$ cat src/rtl/frame_gap_pkg.sv
package frame_gap_pkg;
  // Width of the software-written gap value.
  parameter int VAL_W  = 8;
  // Width of the halved countdown value.
  localparam int HALF_W = VAL_W - 1;

  typedef logic [VAL_W-1:0]  gap_val_t;
  typedef logic [HALF_W-1:0] half_val_t;

  // Halve a written gap value (only even gaps exist).
  function automatic half_val_t halve_gap(input gap_val_t v);
    return v[VAL_W-1:1];
  endfunction

  // Ticks one countdown takes for a stored half value; zero means full range.
  function automatic int unsigned half_ticks(input half_val_t h);
    return (h == '0) ? (1 << HALF_W) : int'(h);
  endfunction

  // Whole-gap length in ticks.
  function automatic int unsigned gap_ticks(input half_val_t h);
    return 2 * half_ticks(h);
  endfunction
endpackage

$ cat src/rtl/gap_value_reg.sv
module gap_value_reg
  import frame_gap_pkg::*;
(
  input  logic      clk,
  input  logic      rst_n,
  input  logic      wr_en,
  input  gap_val_t  wr_data,
  output half_val_t stored_half
);
  half_val_t half_q;

  always_ff @(posedge clk) begin
    if (!rst_n)      half_q <= '0;
    else if (wr_en)  half_q <= halve_gap(wr_data);
  end

  assign stored_half = half_q;


  store_half_chk: assert property (@(posedge clk) disable iff (!rst_n)
    wr_en |=> (stored_half == $past(wr_data[VAL_W-1:1])));
endmodule

$ cat src/rtl/gap_down_counter.sv
module gap_down_counter
  import frame_gap_pkg::*;
(
  input  logic      clk,
  input  logic      rst_n,
  input  logic      load,       // start: capture stored half and load
  input  logic      tick_en,    // qualified tick
  input  logic      first_half, // current phase
  input  half_val_t load_half,
  output half_val_t count,
  output logic      half_end    // tick that takes count from 1 to 0
);
  half_val_t count_q;
  half_val_t active_q;  // half used for the running gap

  localparam half_val_t ONE = half_val_t'(1);

  assign half_end = tick_en && (count_q == ONE);

  always_ff @(posedge clk) begin
    if (!rst_n) begin
      count_q  <= '0;
      active_q <= '0;
    end else if (load) begin
      count_q  <= load_half;
      active_q <= load_half;
    end else if (half_end && first_half) begin
      count_q  <= active_q;
    end else if (tick_en) begin
      count_q  <= count_q - ONE;
    end
  end

  assign count = count_q;


  load_value_chk: assert property (@(posedge clk) disable iff (!rst_n)
    load |=> (count == $past(load_half)));
endmodule

$ cat src/rtl/gap_phase_ctrl.sv
module gap_phase_ctrl (
  input  logic clk,
  input  logic rst_n,
  input  logic start,
  input  logic half_end,
  output logic busy,
  output logic first_half,
  output logic done
);
  logic busy_q, first_q, done_q;

  always_ff @(posedge clk) begin
    if (!rst_n) begin
      busy_q  <= 1'b0;
      first_q <= 1'b0;
      done_q  <= 1'b0;
    end else if (start) begin
      busy_q  <= 1'b1;
      first_q <= 1'b1;
      done_q  <= 1'b0;
    end else if (half_end) begin
      if (first_q) begin
        first_q <= 1'b0;
        done_q  <= 1'b0;
      end else begin
        busy_q  <= 1'b0;
        done_q  <= 1'b1;
      end
    end else begin
      done_q <= 1'b0;
    end
  end

  assign busy       = busy_q;
  assign first_half = first_q;
  assign done       = done_q;


  phase_drop_chk: assert property (@(posedge clk) disable iff (!rst_n)
    $fell(first_half) |-> $past(half_end));

  done_idle_chk: assert property (@(posedge clk) disable iff (!rst_n)
    done |-> !busy);

  done_single_chk: assert property (@(posedge clk) disable iff (!rst_n)
    done |=> !done);

  start_busy_chk: assert property (@(posedge clk) disable iff (!rst_n)
    start |=> (busy && first_half));
endmodule

$ cat src/rtl/frame_gap_timer.sv
module frame_gap_timer
  import frame_gap_pkg::*;
(
  input  logic             clk,
  input  logic             rst_n,
  input  logic             wr_en,
  input  logic [VAL_W-1:0] wr_data,
  input  logic             bit_tick,
  input  logic             start,
  output logic             busy,
  output logic             done,
  output logic [VAL_W-1:0] rd_status
);
  half_val_t stored_half;
  half_val_t count;
  logic      half_end;
  logic      first_half;
  logic      tick_en;   // tick counted: running and not overridden by start

  assign tick_en = bit_tick && busy && !start;

  gap_value_reg u_value (
    .clk         (clk),
    .rst_n       (rst_n),
    .wr_en       (wr_en),
    .wr_data     (wr_data),
    .stored_half (stored_half)
  );

  gap_down_counter u_count (
    .clk        (clk),
    .rst_n      (rst_n),
    .load       (start),
    .tick_en    (tick_en),
    .first_half (first_half),
    .load_half  (stored_half),
    .count      (count),
    .half_end   (half_end)
  );

  gap_phase_ctrl u_phase (
    .clk        (clk),
    .rst_n      (rst_n),
    .start      (start),
    .half_end   (half_end),
    .busy       (busy),
    .first_half (first_half),
    .done       (done)
  );

  assign rd_status = {first_half, count};


  status_hold_chk: assert property (@(posedge clk) disable iff (!rst_n)
    (!bit_tick && !start) |=> $stable(rd_status));

  idle_tick_chk: assert property (@(posedge clk) disable iff (!rst_n)
    (!busy && !start) |=> !busy);
endmodule

$ cat config.mk
export PLATFORM = sky130hd
export DESIGN_NAME = frame_gap_timer
export DESIGN_NICKNAME = d
export VERILOG_FILES = /design/src/rtl/frame_gap_pkg.sv /design/src/rtl/gap_value_reg.sv /design/src/rtl/gap_down_counter.sv /design/src/rtl/gap_phase_ctrl.sv /design/src/rtl/frame_gap_timer.sv
export SDC_FILE = /design/constraint.sdc
export NUM_CORES = 1
export LEC_CHECK = 0
export ABC_AREA = 1
export BUFFER_PORTS_ARGS = -buffer_cell sky130_fd_sc_hd__buf_2
export CAP_MARGIN = 30
export CORE_AREA = 4 4 50 52
export CTS_BUF_LIST = sky130_fd_sc_hd__clkbuf_4 sky130_fd_sc_hd__clkbuf_8
export CTS_CLUSTER_DIAMETER = 150
export CTS_CLUSTER_SIZE = 20
export DETAILED_ROUTE_END_ITERATION = 6
export DIE_AREA = 0 0 54 56
export PLACE_DENSITY = 0.84
export SKIP_CTS_REPAIR_TIMING = 1
export SLEW_MARGIN = 20
export SYNTH_ARGS = -nofsm -noshare
export SYNTH_HDL_FRONTEND = slang
export SYNTH_SLANG_ARGS = --single-unit
$ cat constraint.sdc
create_clock -name clk -period 2.8 [get_ports clk]
set_input_delay 0.28 -clock clk [delete_from_list [all_inputs] [get_ports clk]]
set_output_delay 0.28 -clock clk [all_outputs]
set_load 0.05 [all_outputs]
==> reports/metrics.yaml, run 1 <==
vias_per_cell: 5.08
start_util_pct: 57.8
synth_edf_count: 0
grt_pass1_vias: 1037
timing.rr.start: "u_count.count[1]"
worst_slack_placed_ns: 1.29
power_mw: 0.686
cts_inserted_buffers: 3
nFillCells: 198
status: "complete, no violations"
cell_count_after_synthesis: 175
synth_top_cell_area_share_pct: 39.5
grt_pass1_wl_um: 4330
cts_sinks: 24
asyncSetResetFlopFracSynth_pct: 0
track_usage_pct: 18.6
timing.max_slew.rel_slack_pct: 68.4
worst_pin_slew_ns: 0.474
portBuffers: 21
powerDensity_nw_per_um2: 510
ctsRootBufferMaster: "clkbuf_4"
pwr-share-seq_pct: 55.4
postSynth.topFlopCell: "dfxtp_1"
synth.top_cells.by_area: "dfxtp_1 (39%), nand2_1 (14%), inv_1 (8.0%)"
post_drt_wl_per_cell_um: 11.4
num-nets-final: 211
hold_viol: 0
final.setup_skew_ns: 0.00152
insertedDiodeCount: 0
final_common_cell: "nand2_1"
register_to_register_setup_slack_ns: 1.31
place_congestion: 0.913
cts_tree: "done"
layout-drive-gt1-share_pct: 17.0
setup_viol: 0
remaining_drc_errors: 0
vdd_ir_drop_max_uv: 326
pwr-share-clk_pct: 21.2
timing.fmax_mhz: 670
net-switching-power_mw: 0.223
yosys_warnings: 0
min-delay-path-class: "in2reg"
area_delta_synth_final_pct: 10.5
pwr-share-comb_pct: 23.4
timing.rr.end: "u_count.count[3]"
first_drt_pass_iteration_count: 5
grt_max_degree: 16
crit_path_end_kind: "register"
wl_final_um: 2520
critPathMaxFanout: 7
grt_overflow_total: 0
switching_share_pct: 32.4
core_sq_um: 2110
timing.hold.worst_path_depth: 3
maxSlewViolCount: 0
min_delay_worst_endpoint: "u_value.stored_half[1]"
grt_setup_unrepaired: "false"
clk_latency_ns: 0.30
horizontal_die_dimension_um: 54
internal-power_mw: 0.464
ys_seq_elements: 24
synth.distinct_cells: 23
synthDominantAreaCellType: "dfxtp_1"
mostFrequentLayoutCells: "nand2_1 (44), inv_1 (26), dfxtp_1 (24), buf_2 (21), nor2_1 (18)"
top_level_port_count: 23
final_antenna_net_count: 0
fin_hold_ws_ns: 0.185
hp-start: "wr_data[2]"
layout_min_cycle_time_ns: 1.49
path_clk_slew_ns: 0.12
worst_ep_arrival_time_ns: 1.73
crit_required_ns: 3.04
synth.yosys.seq_area_share_pct: 39.5
detail_route.iter0.violations: 25
mappedNetlistNets: 190
clock_path_buffers: 2
layout_setup_ws_ns: 1.31
htree_num_levels: 1
dp_hpwl_um: 1940
path_depth_of_the_worst_reg2reg_path: 8
chipHeight_um: 56
layout_worst_path_cycle_share_pct: 53.3
layout.core_utilization_pct: 63.9
dieArea_sq_um: 3020
setup-tns-final_ns: 0
post_synth.cell_area_avg_sq_um: 6.96
critical_path.startpoint_type: "register"
critPathLaunch: "u_count.count[1]"
num_vias: 1127
synthesis.area_sq_um: 1220
drv_cap: 0
num_rows: 17
cellLeakagePower_nw: 0.640
timing_worst_setup_path_type: "reg2reg"
antenna_found_initial: 0
power groups by stage:
| stage | clock network [mW] | registers, mW | logic, mW |
|---|---|---|---|
| after CTS | 0.149 | 0.381 | 0.161 |
| after global routing | 0.164 | 0.384 | 0.179 |
| final | 0.146 | 0.380 | 0.160 |
| after detailed placement | 0 | 0.388 | 0.160 |
| after global placement | 0 | 0.387 | 0.157 |
| after floorplan | 0 | 0.410 | 0.104 |
per-stage QoR:
step | cell area, sq um | std cells
floorplan | 1220 | 175
global placement | 1320 | 219
detailed placement | 1320 | 219
CTS | 1350 | 222
global route | 1350 | 222
finish | 1350 | 222
flip-flops by register name, summed over array words and instances (netlist names):
register             flops
u_phase.busy             1
u_value.stored_half      7
u_phase.done             1
u_count.count            7
u_count.active_q         7
u_phase.first_half       1
critical path, cell delays in order (launching register included):
cell and delay [ns]:
dfxtp_1 0.34, inv_1 0.11, ha_1 0.23, nand2_1 0.10
nor2_1 0.13, nand4_2 0.19, nand2_1 0.13, nand3_1 0.07
a21oi_1 0.13
logic make-up (layout without fill, tap and decap cells):
logic type	count (synthesis)	after routing	share of synthesized area, %
and+or+nand+nor	84	84	32.4
DFF	24	24	39.5
adders and majority gates	2	2	2.06
xor gates and xnor gates	1	1	0.720
buffers and inverters	31	50	10.9
AOI/OAI and AO/OA	33	33	14.5
cell type report:
cell class / count / area [sq um] / share of cell area, %
multi-input cells: 120 / 604 / 44.9
clock buffers: 3 / 22.5 / 1.67
flip-flops and latches: 24 / 480 / 35.7
repair buffers: 21 / 105 / 7.81
well taps: 28 / 35.0 / 2.60
inverters: 26 / 97.6 / 7.26
synthesized netlist by cell type, types with 2 or more instances:
cell type  number
dfxtp_1        24
nand2_1        44
nor2_4          4
nand3_1         7
nor2_1         18
o21ai_0        14
inv_1          26
a31oi_1         4
nand4_1         6
ha_1            2
buf_4           2
a21oi_1        13
how the worst max path moves through the flow:
stage,to,cells after the start,slack [ns]
finish,u_count.count[3],8,1.31
global route,u_count.count[3],8,1.06
CTS,u_count.count[3],8,1.30
detailed placement,u_count.count[0],6,1.29
global placement,u_count.count[3],7,1.33
floorplan,u_count.count[6],8,1.15
metal layers:
| metal | global-route usage, % | share of wire (%) | up-vias | wire length [um] |
|---|---|---|---|---|
| met3 | 3.22 | 4.3 | 4 | 108 |
| met5 | 0 | 0 | - | 0 |
| met1 | 22.9 | 46 | 500 | 1160 |
| met4 | 6.05 | 1.2 | 0 | 30 |
| met2 | 31.8 | 48 | 28 | 1220 |
| li1 | - | - | 595 | - |
(Power assumes the default switching activity.)
==> inputs of run 2 (changes only) <==
ABC_AREA = 0   (was 1)
CORE_AREA = 4 4 54 56   (was 4 4 50 52)
DIE_AREA = 0 0 58 60   (was 0 0 54 56)
PLACE_DENSITY = 0.73   (was 0.84)
clock period = 1.3 ns   (was 2.8 ns; I/O delays follow)
==> reports/metrics.yaml, run 2 <==
status: "finished, violations left"
violations: "negative setup slack"
synth.yosys.seq_area_share_pct: 41.5
multi_input_area_sq_um: 666
dr.max_layer_used: "met3"
postSynth.topFlopCell: "dfxtp_1"
critical_path.startpoint_type: "register"
synthesis.area_sq_um: 1160
crit_path_end_kind: "register"
chipHeight_um: 60
vdd_ir_drop_max_uv: 761
clock_path_buffers: 2
horizontal_die_dimension_um: 58
layout.core_utilization_pct: 60.3
yosys_warnings: 0
mappedNetlistNets: 137
top_post_synthesis_cells_by_count: "dfxtp_1 (24), mux2i_1 (15), nor2b_1 (13)"
post_synth.cell_area_avg_sq_um: 9.49
final.setup_skew_ns: 0.0105
drv_cap: 0
slowest_stage: "or4_4"
most_frequently_used_cell_type_in_the_post_synthesis_netlist: "dfxtp_1"
post-place-cells: 182
grt_max_degree: 24
timing.hold.worst_path_depth: 2
synth_top_cell_area_share_pct: 41.5
timing.max_slew.rel_slack_pct: 58.0
powerDensity_nw_per_um2: 1070
final_common_cell: "buf_2"
timing.rr.end: "u_count.count[4]"
layout_setup_ws_ns: -0.259
crit_required_ns: 1.50
synth.top_cells.by_area: "dfxtp_1 (42%), mux2i_1 (13%), nor2b_1 (7.0%)"
place_congestion: 0.891
cts_tree: "done"
antenna_found_initial: 0
met2WireLength_um: 1290
path_depth_of_the_worst_reg2reg_path: 4
dieArea_sq_um: 3480
layout-drive-gt1-share_pct: 38.5
path_clk_slew_ns: 0.13
maxSlewViolCount: 0
synth_edf_count: 0
min-delay-path-class: "in2reg"
portBuffers: 21
grt_setup_unrepaired: "true"
clk_latency_ns: 0.31
core_sq_um: 2430
setup_viol: 9
setup-tns-final_ns: -1.76
nFillCells: 204
grt_pass1_wl_um: 4330
worst_ep_arrival_time_ns: 1.76
wl_final_um: 2640
final_antenna_net_count: 0
min_delay_worst_endpoint: "u_phase.busy"
layout.cells.non_filler: 186
num_rows: 18
cts_inserted_buffers: 3
asyncSetResetFlopFracSynth_pct: 0
worst_slack_placed_ns: -0.342
post_drt_wl_per_cell_um: 14.2
mostFrequentLayoutCells: "buf_2 (21), dfxtp_1 (18), mux2i_1 (15), buf_4 (15), nor2b_1 (13)"
sequential_cell_area_sq_um: 493
area_delta_synth_final_pct: 26.7
synth.distinct_cells: 34
start_util_pct: 47.6
cts_sinks: 24
grt_overflow_total: 0
critPathMaxFanout: 7
worst_path_largest_cell_delay_ns: 0.55
timing.fmax_mhz: 642
grt_pass1_vias: 957
wirelength_met1_um: 1220
htree_num_levels: 1
fin_hold_ws_ns: 0.0453
layout_min_cycle_time_ns: 1.56
power_mw: 1.56
hp-start: "bit_tick"
ys_seq_elements: 24
cellLeakagePower_nw: 0.667
vias_per_cell: 5.38
first_drt_pass_iteration_count: 4
timing.rr.start: "u_count.count[3]"
top_level_port_count: 23
hold_viol: 0
cell_by_cell_listing_of_the_critical_path: "or4_4 -> or2_4 -> mux2i_1 -> o21ai_1"
register_to_register_setup_slack_ns: -0.26
detail_route.iter0.violations: 15
insertedDiodeCount: 0
track_usage_pct: 16.3
final_area_sq_um: 1470
area_of_placed_instances_sq_um: 1400
cell_count_after_synthesis: 122
ctsRootBufferMaster: "clkbuf_4"
dr_wl_met3_um: 128
dp_hpwl_um: 1960
num_vias: 1001
worst_pin_slew_ns: 0.630
layout_worst_path_cycle_share_pct: 120
synthDominantAreaCellType: "dfxtp_1"
num-nets-final: 172
timing_worst_setup_path_type: "reg2reg"
remaining_drc_errors: 0
==> run 2: cell types whose count changed after synthesis, sizes merged, moves of 3 or more <==
| cell | previous run | this run |
|---|---|---|
| a21oi | 14 | 4 |
| a22o | 0 | 6 |
| a31oi | 4 | 1 |
| inv | 26 | 3 |
| mux2i | 0 | 15 |
| nand2 | 46 | 9 |
| nand3 | 7 | 0 |
| nand4 | 7 | 1 |
| nor2 | 23 | 1 |
| nor2b | 0 | 13 |
| nor3 | 0 | 3 |
| o21a | 0 | 3 |
==> run 2: final cells by class <==
cell class	count	area share, %
Clock buffer	4	2.05
Inverter	3	0.768
Multi-Input combinational cell	88	45.4
Sequential cell	24	33.6
Tap cell	30	2.56
Timing Repair Buffer	37	15.6
==> run 2: metal layers <==
metal	GRT usage, %	vias to the layer above
met3	3.02	0
li1	-	499
met2	28.9	21
met4	3.97	0
met1	20.4	481
met5	0	-
==> run 2: kinds of logic (layout without fill, tap and decap cells) <==
family	count (synthesis)	in the layout	synth area share (%)
AND/OR/NAND/NOR	36	36	17.8
multiplexers	15	15	13.0
flip-flops	24	24	41.5
adder cells (fa/ha/maj)	2	2	2.16
AO/OA/AOI/OAI	32	32	17.9
buffers and inverters	10	44	5.30
XOR/XNOR	3	3	2.27
==> run 2: critical path, delay by kind of cell, from the launching register on <==
kind               cells  cell delay (ns)
AOI/OAI and AO/OA      1             0.07
DFF                    1             0.36
muxes                  1             0.16
and+or+nand+nor        2             0.85
==> run 2: how the worst max path moves through the flow <==
stage | from | end | slack, ns | cells past startpoint
5_1_grt | u_count.count[3] | u_count.count[4] | -0.31 | 4
4_1_cts | u_count.count[3] | u_count.count[1] | -0.36 | 4
6_report | u_count.count[3] | u_count.count[4] | -0.26 | 4
2_1_floorplan | u_count.count[3] | u_count.count[4] | -0.34 | 5
3_5_place_dp | u_count.count[3] | u_count.count[2] | -0.34 | 4
3_3_place_gp | u_count.count[3] | u_count.count[2] | -0.30 | 4
==> run 2: power by group <==
group / total, mW / internal [mW] / switching [mW]
sequential: 0.796 / 0.773 / 0.0223
clock: 0.357 / 0.141 / 0.217
combinational: 0.410 / 0.185 / 0.226
total: 1.56 / 1.10 / 0.465
==> inputs of run 3 (changes only) <==
CORE_AREA = 2 2 52 54   (was 4 4 54 56)
DIE_AREA = 0 0 54 56   (was 0 0 58 60)
==> reports/metrics.yaml, run 3 (synthesis gave the netlist of run 2 again) <==
area_delta_synth_final_pct: 27.0
clock_path_buffers: 2
worst_ep_arrival_time_ns: 1.77
path_depth_of_the_worst_reg2reg_path: 4
hp-start: "bit_tick"
timing_worst_setup_path_type: "reg2reg"
insertedDiodeCount: 0
grt_pass1_vias: 961
htree_num_levels: 1
grt_pass1_wl_um: 4120
first_drt_pass_iteration_count: 4
wl_final_um: 2650
top_level_port_count: 23
dieArea_sq_um: 3020
critPathMaxFanout: 7
min_delay_worst_endpoint: "u_phase.busy"
maxSlewViolCount: 0
cellLeakagePower_nw: 0.671
antenna_found_initial: 0
timing.fmax_mhz: 638
worst_pin_slew_ns: 0.633
vias_per_cell: 5.45
post-place-cells: 183
final_area_sq_um: 1470
track_usage_pct: 18.3
cts_inserted_buffers: 3
powerDensity_nw_per_um2: 1070
portBuffers: 21
horizontal_die_dimension_um: 54
status: "finished, violations left"
critical_path.startpoint_type: "register"
layout-drive-gt1-share_pct: 38.2
final_antenna_net_count: 0
ctsRootBufferMaster: "clkbuf_4"
fin_hold_ws_ns: 0.0523
layout.core_utilization_pct: 60.4
hold_viol: 0
final.setup_skew_ns: 0.00158
num_vias: 1020
vdd_ir_drop_max_uv: 626
clk_latency_ns: 0.31
layout.cells.non_filler: 187
layout_setup_ws_ns: -0.268
chipHeight_um: 56
cts_sinks: 24
slowest_stage: "or4_4"
drv_cap: 0
layout_min_cycle_time_ns: 1.57
start_util_pct: 47.6
grt_setup_unrepaired: "true"
core_sq_um: 2430
register_to_register_setup_slack_ns: -0.27
remaining_drc_errors: 0
place_congestion: 0.859
critPathLaunch: "u_count.count[3]"
detail_route.iter0.violations: 35
crit_path_end_kind: "register"
timing.rr.end: "u_count.count[3]"
mostFrequentLayoutCells: "buf_2 (21), dfxtp_1 (18), buf_4 (16), mux2i_1 (15), nor2b_1 (13)"
cell_by_cell_listing_of_the_critical_path: "or4_4 -> or2_4 -> mux2i_1 -> o21ai_1"
nFillCells: 227
post_drt_wl_per_cell_um: 14.2
violations: "negative setup slack"
layout_worst_path_cycle_share_pct: 121
dp_hpwl_um: 1890
grt_max_degree: 24
grt_overflow_total: 0
num_rows: 18
crit_required_ns: 1.50
worst_path_largest_cell_delay_ns: 0.55
timing.max_slew.rel_slack_pct: 57.8
path_clk_slew_ns: 0.13
setup_viol: 10
final_common_cell: "buf_2"
cts_tree: "done"
min-delay-path-class: "in2reg"
timing.hold.worst_path_depth: 2
timing.rr.start: "u_count.count[3]"
num-nets-final: 173
area_of_placed_instances_sq_um: 1410
## run 3: final cells by class
type / count / area, sq um / share of cell area [%]
timing repair buffer: 38 / 236 / 16.1
clock buffer: 4 / 30.0 / 2.04
sequential: 24 / 493 / 33.5
tap: 30 / 37.5 / 2.55
inverter: 3 / 11.3 / 0.766
multi-input combinational: 88 / 662 / 45.0
## run 3: stage by stage
| stage | power, mW | TNS (ns) | setup WS, ns |
|---|---|---|---|
| after global routing | 1.65 | -2.53 | -0.314 |
| after detailed placement | 1.21 | -2.78 | -0.354 |
| after CTS | 1.56 | -3.00 | -0.373 |
| after global placement | 1.19 | -2.40 | -0.296 |
| after floorplan | 1.08 | -2.32 | -0.336 |
| final | 1.57 | -2.06 | -0.268 |
## run 3: power breakdown
| group | leakage, nW | switching [mW] | internal [mW] | total, mW |
|---|---|---|---|---|
| Combinational | 0.453 | 0.226 | 0.190 | 0.415 |
| Sequential | 0.200 | 0.0236 | 0.773 | 0.797 |
| Clock | 0.0184 | 0.215 | 0.141 | 0.356 |
## run 3: routing by layer
| layer | global-route usage, % | share of wire (%) |
|---|---|---|
| met1 | 24.5 | 46 |
| met2 | 29.6 | 49 |
| met3 | 2.42 | 4.2 |
| met4 | 6.43 | 0.49 |
| met5 | 0 | 0 |
## run 3: worst max-delay path by stage
stage	cells past startpoint	end	slack [ns]
2_1_floorplan	5	u_count.count[4]	-0.34
3_3_place_gp	4	u_count.count[2]	-0.30
3_5_place_dp	4	u_count.count[2]	-0.35
4_1_cts	4	u_count.count[2]	-0.37
5_1_grt	4	u_count.count[3]	-0.31
6_report	4	u_count.count[3]	-0.27
## run 3: worst max-delay path: cells and delay by family (launching register included)
family | cells | cell delay (ns)
muxes | 1 | 0.17
AOI/OAI and AO/OA | 1 | 0.07
DFF | 1 | 0.36
and+or+nand+nor | 2 | 0.85
